### src/rtl/keyed_wdog_pkg.sv
package keyed_wdog_pkg;

    localparam int CNT_W = 16;
    localparam int PRE_W = 12;

    localparam logic [15:0] CNT_KEY  = 16'h5A5A;
    localparam logic [23:0] CTL_KEY  = 24'hA5A5A5;

    localparam logic [3:0] OFS_CNT  = 4'h0;
    localparam logic [3:0] OFS_CTLA = 4'h4;
    localparam logic [3:0] OFS_CTLB = 4'h8;

    localparam int A_EN   = 7;
    localparam int A_BUSY = 5;
    localparam int A_OVF  = 4;

    typedef enum logic [1:0] {
        TGT_NONE = 2'd0,
        TGT_CNT  = 2'd1,
        TGT_CTLA = 2'd2,
        TGT_CTLB = 2'd3
    } tgt_e;

    typedef struct packed {
        tgt_e             tgt;
        logic [CNT_W-1:0] data;
    } upd_t;

    // log2 of the prescale ratio for each divider code
    function automatic logic [3:0] div_shift(input logic [2:0] code);
        case (code)
            3'd0:    return 4'd0;
            3'd1:    return 4'd2;
            3'd2:    return 4'd4;
            3'd3:    return 4'd5;
            3'd4:    return 4'd6;
            3'd5:    return 4'd7;
            3'd6:    return 4'd10;
            default: return 4'd12;
        endcase
    endfunction

    function automatic logic [PRE_W-1:0] div_limit(input logic [2:0] code);
        logic [PRE_W:0] ratio;
        ratio = (PRE_W+1)'(1) << div_shift(code);
        return PRE_W'(ratio - 1'b1);
    endfunction

endpackage

### src/rtl/keyed_wdog_regif.sv
module keyed_wdog_regif
    import keyed_wdog_pkg::*;
#(
    parameter int APPLY_DLY = 3
) (
    input  logic        clk,
    input  logic        rst,
    input  logic        por,
    input  logic        bus_we,
    input  logic [3:0]  bus_addr,
    input  logic [31:0] bus_wdata,
    output logic        apply_vld,
    output upd_t        apply,
    output logic        busy
);
    localparam int DW = $clog2(APPLY_DLY + 1);

    logic          pend_vld;
    logic [DW-1:0] pend_cnt;
    upd_t          pend;
    upd_t          req;
    logic          accept;

    // key check and target decode
    always_comb begin
        req = '{tgt: TGT_NONE, data: bus_wdata[15:0]};
        if (bus_addr == OFS_CNT && bus_wdata[31:16] == CNT_KEY)
            req.tgt = TGT_CNT;
        else if (bus_addr == OFS_CTLA && bus_wdata[31:8] == CTL_KEY)
            req = '{tgt: TGT_CTLA, data: {8'h00, bus_wdata[7:0]}};
        else if (bus_addr == OFS_CTLB && bus_wdata[31:8] == CTL_KEY)
            req = '{tgt: TGT_CTLB, data: {8'h00, bus_wdata[7:0]}};
    end

    assign accept = bus_we && !pend_vld && (req.tgt != TGT_NONE);

    always_ff @(posedge clk) begin
        if (rst || por) begin
            pend_vld <= 1'b0;
            pend_cnt <= '0;
            pend     <= '{tgt: TGT_NONE, data: '0};
        end else if (accept) begin
            pend_vld <= 1'b1;
            pend_cnt <= DW'(APPLY_DLY - 1);
            pend     <= req;
        end else if (pend_vld) begin
            if (pend_cnt == '0) pend_vld <= 1'b0;
            else                pend_cnt <= pend_cnt - 1'b1;
        end
    end

    assign apply_vld = pend_vld && (pend_cnt == '0);
    assign apply     = pend;
    assign busy      = pend_vld;


    busy_drop_chk: assert property (@(posedge clk) disable iff (rst || por)
        (busy && !apply_vld) |=> (busy && $stable(pend)));


    busy_len_chk: assert property (@(posedge clk) disable iff (rst || por)
        ($fell(busy) && !$past(rst || por)) |-> $past(apply_vld));

endmodule

### src/rtl/keyed_wdog_prescale.sv
module keyed_wdog_prescale
    import keyed_wdog_pkg::*;
(
    input  logic       clk,
    input  logic       rst,
    input  logic       por,
    input  logic       run,
    input  logic       restart,
    input  logic [2:0] div_code,
    output logic       tick
);
    logic [PRE_W-1:0] pre;

    assign tick = run && (pre == div_limit(div_code));

    always_ff @(posedge clk) begin
        if (rst || por || !run || restart) pre <= '0;
        else if (tick)                     pre <= '0;
        else                               pre <= pre + 1'b1;
    end

endmodule

### src/rtl/keyed_wdog_core.sv
module keyed_wdog_core
    import keyed_wdog_pkg::*;
#(
    parameter int PULSE_LEN = 4
) (
    input  logic             clk,
    input  logic             rst,
    input  logic             por,
    input  logic             apply_vld,
    input  upd_t             apply,
    input  logic             tick,
    output logic [CNT_W-1:0] count,
    output logic             en,
    output logic [2:0]       div_code,
    output logic [7:0]       scratch,
    output logic             ovf,
    output logic             restart,
    output logic             rst_req
);
    localparam int PW = $clog2(PULSE_LEN + 1);

    logic          load;
    logic          ovf_evt;
    logic [PW-1:0] pulse;

    assign load    = apply_vld && (apply.tgt == TGT_CNT);
    assign restart = apply_vld && (apply.tgt == TGT_CTLA);
    assign ovf_evt = tick && !load && (count == '1);

    always_ff @(posedge clk) begin
        if (rst || por) begin
            count    <= '0;
            en       <= 1'b0;
            div_code <= '0;
            scratch  <= '0;
            pulse    <= '0;
        end else begin
            if (load)      count <= apply.data;
            else if (tick) count <= count + 1'b1;

            if (restart) div_code <= apply.data[2:0];
            if (ovf_evt)      en <= 1'b0;
            else if (restart) en <= apply.data[A_EN];

            if (apply_vld && apply.tgt == TGT_CTLB) scratch <= apply.data[7:0];

            if (ovf_evt)           pulse <= PW'(PULSE_LEN);
            else if (pulse != '0)  pulse <= pulse - 1'b1;
        end
    end

    // flag survives rst; only por or an explicit clear remove it
    always_ff @(posedge clk) begin
        if (por)                                  ovf <= 1'b0;
        else if (ovf_evt && !rst)                 ovf <= 1'b1;
        else if (!rst && restart && !apply.data[A_OVF]) ovf <= 1'b0;
    end

    assign rst_req = (pulse != '0);

    logic [7:0] hi_len;
    always_ff @(posedge clk) begin
        if (rst || por)   hi_len <= '0;
        else if (rst_req) hi_len <= hi_len + 1'b1;
        else              hi_len <= '0;
    end


    rst_len_chk: assert property (@(posedge clk) disable iff (rst || por)
        ($fell(rst_req) && !$past(rst || por)) |-> (hi_len == 8'(PULSE_LEN)));


    ovf_stop_chk: assert property (@(posedge clk) disable iff (rst || por)
        $rose(rst_req) |-> (!en && ovf && count == '0));


    ovf_keep_chk: assert property (@(posedge clk)
        (rst && !por && ovf) |=> ovf);


    cnt_hold_chk: assert property (@(posedge clk) disable iff (rst || por)
        (!en && !apply_vld) |=> $stable(count));

endmodule

### src/rtl/keyed_wdog.sv
module keyed_wdog
    import keyed_wdog_pkg::*;
#(
    parameter int APPLY_DLY = 3,
    parameter int PULSE_LEN = 4
) (
    input  logic        clk,
    input  logic        rst,
    input  logic        por,
    input  logic        bus_we,
    input  logic [3:0]  bus_addr,
    input  logic [31:0] bus_wdata,
    output logic [31:0] bus_rdata,
    output logic        wdt_rst_req
);
    logic             apply_vld;
    upd_t             apply;
    logic             busy;
    logic             tick;
    logic             restart;
    logic [CNT_W-1:0] count;
    logic             en;
    logic [2:0]       div_code;
    logic [7:0]       scratch;
    logic             ovf;

    keyed_wdog_regif #(.APPLY_DLY(APPLY_DLY)) u_regif (
        .clk(clk), .rst(rst), .por(por),
        .bus_we(bus_we), .bus_addr(bus_addr), .bus_wdata(bus_wdata),
        .apply_vld(apply_vld), .apply(apply), .busy(busy)
    );

    keyed_wdog_prescale u_pre (
        .clk(clk), .rst(rst), .por(por),
        .run(en), .restart(restart), .div_code(div_code), .tick(tick)
    );

    keyed_wdog_core #(.PULSE_LEN(PULSE_LEN)) u_core (
        .clk(clk), .rst(rst), .por(por),
        .apply_vld(apply_vld), .apply(apply), .tick(tick),
        .count(count), .en(en), .div_code(div_code), .scratch(scratch),
        .ovf(ovf), .restart(restart), .rst_req(wdt_rst_req)
    );

    always_comb begin
        case (bus_addr)
            OFS_CNT:  bus_rdata = {16'h0000, count};
            OFS_CTLA: bus_rdata = {24'h0, en, 1'b0, busy, ovf, 1'b0, div_code};
            OFS_CTLB: bus_rdata = {24'h0, scratch};
            default:  bus_rdata = '0;
        endcase
    end

endmodule

### config.mk
export PLATFORM = sky130hd
export DESIGN_NAME = keyed_wdog
export DESIGN_NICKNAME = d
export VERILOG_FILES = /design/src/rtl/keyed_wdog_pkg.sv /design/src/rtl/keyed_wdog_regif.sv /design/src/rtl/keyed_wdog_prescale.sv /design/src/rtl/keyed_wdog_core.sv /design/src/rtl/keyed_wdog.sv
export SDC_FILE = /design/constraint.sdc
export NUM_CORES = 1
export LEC_CHECK = 0
export ABC_AREA = 0
export BUFFER_PORTS_ARGS = -buffer_cell sky130_fd_sc_hd__buf_2
export CORE_MARGIN = 5
export CORE_UTILIZATION = 45
export DETAILED_ROUTE_END_ITERATION = 6
export HOLD_SLACK_MARGIN = 0.08
export PLACE_DENSITY = 0.75
export SYNTH_ARGS = -nofsm -noshare
export SYNTH_HDL_FRONTEND = slang
export SYNTH_SLANG_ARGS = --single-unit
### constraint.sdc
create_clock -name clk -period 7.4 [get_ports clk]
set_input_delay 0.37 -clock clk [delete_from_list [all_inputs] [get_ports clk]]
set_output_delay 0.37 -clock clk [all_outputs]
set_load 0.02 [all_outputs]
* After elaboration in Yosys (flattened, before gate mapping) *
Cells that the tools add are included.

word-level totals
  register bits after elaboration = 65
  input port bits = 40
  output and inout bits = 33
  logic and storage cells = 91

cells by class
  add/sub/neg operators = 5
  eq/ne operators = 16
  shift operators = 1
  muxes and demuxes = 18
  bitwise gates (word level) = 1
  reduce and logical (&&, ||, !) cells = 37

operators by type and width
  cell                   count
  $mux 16                3
  $pmux 16 s3            1
  $mux 18                2
  $pmux 4 s7             1
  $eq 24x24->1 const B   1
  $add 16x1->16 const B  1
  $eq 16x15->1 const B   1
  $eq 16x16->1 const B   1
  $logic_and 1x1->1      15
  $add 12x1->12 const B  1
  $eq 12x12->1           1
  $shl 1x4->12 const A   1
  $sub 12x1->12 const B  1
  $reduce_bool 2->1      5
  $eq 3x3->1 const B     3
  $mux 2                 4
  $eq 3x2->1 const B     2
  $mux 3                 2
  $reduce_or 2->1        3
  $logic_not 1->1        5
  $mux 1                 5
  $eq 2x2->1 const B     2
  $eq 4x3->1 const B     1
  $eq 4x4->1 const B     1
  other kinds (12)       15

* Logic depth before layout (Yosys ltp) *
  depth in word-level cells = 10
  depth in mapped cells = 14
  gate-level depth less buffers = 10

* By module *
Synthesis repeated with hierarchy kept, for this count alone.

second synthesis, totals
  cells, all modules = 424
  area, all modules = 3792.4 µm²

by module, submodules not included
  module               instances  cells each  area an instance (µm²)  sequential area each (µm²)
  keyed_wdog_core      1          164         1487.7                  640.6
  keyed_wdog_regif     1          99          983.4                   420.4
  keyed_wdog_prescale  1          117         949.7                   240.2
  keyed_wdog           1          44          371.6                   0.0

* Worst setup path after synthesis *
Ideal clock, no wire load.

  path kind = reg-to-reg
  start point = reg u_core.div_code[2]
  end point = reg u_core.count[4]
  setup time = 0.074 ns
  data arrival time = 2.620 ns
  required time = 7.326 ns
  setup slack = 4.706 ns
  stages on the path, launching flop included = 13
  buffers on the path = 2
  period minus slack after synthesis = 2.694 ns
  path through = dfxtp_1 -> buf_4 -> nor3_1 -> inv_1 -> ha_1 -> buf_4 -> xnor2_1 -> a32oi_1 -> xor2_1 -> nand3_2 -> or4_1 -> mux2_2 -> o22ai_2

between the ends
  word-level cells in the longest chain between the ends = 7
  elaborated cells on any way between the ends = 13
  classes of those cells = add/sub (1); eq/ne (7); shift (1); mux (1); reduce/logical (3)

ends and longest elaborated chain
  what                                      line                       text
  start: declaration                        keyed_wdog_core.sv:14      output logic [2:0] div_code,
  start signal: assignment                  keyed_wdog_core.sv:41      if (restart) div_code <= apply.data[2:0];
  $eq 3x3->1, or another cell as far along  keyed_wdog_pkg.sv:31       case (code)
  $pmux 4 s7 (*)                            keyed_wdog_pkg.sv:31
  $shl 1x4->12 (*)                          keyed_wdog_pkg.sv:45       ratio = (PRE_W+1)'(1) << div_shift(code);
  $sub 12x1->12 (*)                         keyed_wdog_pkg.sv:46       return PRE_W'(ratio - 1'b1);
  $eq 12x12->1 (*)                          keyed_wdog_prescale.sv:14  assign tick = run && (pre == div_limit(div_code));
  $logic_and 1x1->1 (*)                     keyed_wdog_prescale.sv:14
  $reduce_bool 2->1 (no line) (*)           n/a
  end signal: assignment                    keyed_wdog_core.sv:38      if (load) count <= apply.data;
  end signal: assignment                    keyed_wdog_core.sv:39      else if (tick) count <= count + 1'b1;
  end: declaration                          keyed_wdog_core.sv:12      output logic [CNT_W-1:0] count,

Mark *: on every way between the ends. The rest lies on a longest branch, timed or not.
A chain may end at the register's enable or synchronous reset.

* Worst setup path after layout *
  start point = reg u_core.div_code[2]
  end point = reg u_pre.pre[7]

between the ends
  word-level cells in the longest chain between the ends = 7
  elaborated cells on any way between the ends = 13
  classes of those cells = add/sub (1); eq/ne (7); shift (1); mux (1); reduce/logical (3)

ends and longest elaborated chain
  what                                      line                       text
  $eq 3x3->1, or another cell as far along  keyed_wdog_pkg.sv:31
  $pmux 4 s7 (*)                            keyed_wdog_pkg.sv:31
  $shl 1x4->12 (*)                          keyed_wdog_pkg.sv:45
  $sub 12x1->12 (*)                         keyed_wdog_pkg.sv:46
  $eq 12x12->1 (*)                          keyed_wdog_prescale.sv:14
  $logic_and 1x1->1 (*)                     keyed_wdog_prescale.sv:14
  $reduce_or 2->1 (no line) (*)             n/a
  end signal: assignment                    keyed_wdog_prescale.sv:19  else pre <= pre + 1'b1;
  end: declaration                          keyed_wdog_prescale.sv:12  logic [PRE_W-1:0] pre;

Marked as above.

==> results.toml <==
[worst_setup_path]
crit_required_ps = 7670
cp-start-kind = "flop"
path_max_fanout = 16
arrival_ps = 3730
crit_type = "reg2reg"
end_kind = "flop"

[route]
dr.first_iter.drc_count = 192
via_count = 3132
wirelength_microns = 8489
drc = 0
drtPass1Iterations = 4
via_per_inst = 5.354
wire_per_inst_microns = 14.51
antenna_left = 0

[synthesis]
synth_top_flop_cell = "dfxtp_1"
avgSynthCellArea_sq_um = 8.318
synthCells = 432
ys_ff_latch = 65
async_reset_ff_share_pct = 0
synth_edf_count = 0
ys_types = 56
syn-cell-area_sq_mm = 0.003593
yosys_warnings = 0
synth_seq_area_share_pct = 36.21

[clocking]
ctsHoldBuffers = 0
numCtsBuffers = 9
ctsRootBufferMaster = "clkbuf_8"
cts_tree = "yes"
cts.sinks = 65
post_cts_buffers = 0
clkTransAtPathRegs_ps = 70
cts_resized = 0
cts_max_level = 3
clockBufferDepth = 2
clkLatencyLatePin_ps = 340

[timing]
max_freq_mhz = 289.5
hold_viol = 0
slew_headroom_pct = 23.23
maxSlewViolCount = 0
fin_crit_ps = 3454
fin_crit_sh_pct = 46.67
finalSetupViolations = 0
skew_ps = 6.743
setup_tns_ps = 0
rsz0062_at_grt = "no"
tightest_slew_ps = 1149
holdWs_ps = 209.6

[global_routing]
met2_usage_pct = 28.56
grt_overflow = 0
first_global_vias = 3057
grt_max_degree = 37
grt_first_pass_wirelength_microns = 14090
gr-usage-met1_pct = 22.33
grt-busiest-layer = "met2"
use_met3_pct = 4.488
track_usage_pct = 17.61
antenna_found_initial = 0

[power]
p_leak_nw = 1.586
vdd_ir_drop_max_v = 0.00009022
powerDensity_mw_per_mm2 = 160.2

[floorplan]
die_area_sq_mm = 0.009872
io_pins = 73
core-area_sq_mm = 0.007767
fp.dieW_microns = 99.36
rows = 32
die_y_microns = 99.36
start_util_pct = 46.26

[cells_and_area]
antenna_cells = 0
mostFrequentLayoutCell = "dfxtp_1"
fillers = 743
layout-drive-gt1-share_pct = 17.39
most-common-layout-cells = "65 x dfxtp_1, 63 x nor2_1, 56 x buf_2"
layout.nets = 524
area_delta_synth_final_pct = 11.32

[place]
routabilityCongestion = 0.8576
port_buffers = 56
dpl.hpwl_microns = 6229

[run]
maxCapViolCount = 0

[min_path]
hp-class = "in2reg"

[run_status]
outcome = "finished, final reports clean"
==> power breakdown <==
group          internal [mW]  total, mW  leakage [nW]  switching, mW
clock                  0.119      0.258        0.0818          0.139
combinational         0.0117     0.0332         0.981         0.0215
sequential             0.350      0.350         0.523   0.0000000270
total                  0.480      0.641          1.59          0.161
==> stage by stage <==
step	power (mW)	utilization [%]	instances	setup WS (ps)	instance area, sq um
after floorplan	0.3811	-	447	4706	3650
after global placement	0.3897	49.40	569	4129	3837
after detailed placement	0.3904	49.40	569	3964	3837
after CTS	0.6448	51.50	585	3936	4000
after global routing	0.6655	51.50	585	3645	4000
final	0.6410	51.50	585	3946	4000
==> path summary, 6_finish.rpt <==
check	to	slack, ps	cells past startpoint	from
setup reg to reg	u_pre.pre[7]	3950	10	u_core.div_code[2]
hold / removal	u_core.ovf	210	2	por
hold reg to reg	u_core.ovf	480	2	u_core.ovf
setup / recovery	u_pre.pre[7]	3950	10	u_core.div_code[2]
==> cells by family (layout without fill, tap and decap cells) <==
logic type | count (synthesis) | after routing | synth area share, %
mux | 22 | 22 | 6.163
simple gates | 166 | 166 | 24.48
flops | 65 | 65 | 36.21
fa+ha+maj | 6 | 6 | 2.089
xor+xnor | 31 | 31 | 7.556
buf+inv | 62 | 98 | 9.436
compound gates | 78 | 78 | 13.86
other cells | 2 | 17 | 0.2090
==> synthesized netlist by cell type (4+ instances only) <==
library cell | number | share of area, %
nand2_1 | 23 | 2.4
nand4_1 | 8 | 1.4
nand3_1 | 12 | 1.7
a21oi_1 | 21 | 2.9
and2_1 | 7 | 1.2
buf_2 | 4 | 0.56
dfxtp_1 | 65 | 36
xor2_1 | 9 | 2.2
mux2i_1 | 21 | 5.8
buf_4 | 21 | 4.4
ha_1 | 6 | 2.1
nor3_1 | 6 | 0.84
and3_1 | 6 | 1.0
nor4_1 | 12 | 2.1
a22oi_1 | 14 | 2.9
o21ai_0 | 19 | 2.6
inv_1 | 22 | 2.3
nor4bb_1 | 8 | 2.2
nor2_1 | 63 | 6.6
a211oi_1 | 4 | 0.84
clkbuf_1 | 12 | 1.3
xnor2_1 | 22 | 5.4
==> flip-flops by register name (all words and copies together), names as in the netlist <==
register / flops
u_core.count: 16
u_core.div_code: 3
u_core.en: 1
u_core.ovf: 1
u_core.pulse: 3
u_core.scratch: 8
u_pre.pre: 12
u_regif.apply: 18
u_regif.busy: 1
u_regif.pend_cnt: 2
==> cell type report <==
type,instances,area (sq um),area share [%]
well taps,102,127.6,3.190
flip-flops and latches,65,1301,32.53
repair buffers,60,310.3,7.757
clock buffers,10,127.6,3.190
inverters,22,82.58,2.064
multi-input cells,320,2016,50.39
clock inverters,6,35.03,0.8758
==> routing by layer <==
| layer | wire (microns) | vias to the layer above |
|---|---|---|
| li1 | - | 1571 |
| met1 | 3806 | 1451 |
| met2 | 3953 | 97 |
| met3 | 588 | 13 |
| met4 | 140 | 0 |
| met5 | 0 | - |
==> worst max-delay path: stages (launching register included) <==
cell and delay (ps):
dfxtp_1 480, nor3_1 370, inv_1 120, ha_1 340
nand2_1 160, nor2_1 50, o21a_1 160, o21ai_1 780
and4b_1 370, or2_1 390, nor2_1 160
(Power assumes the default switching activity.)
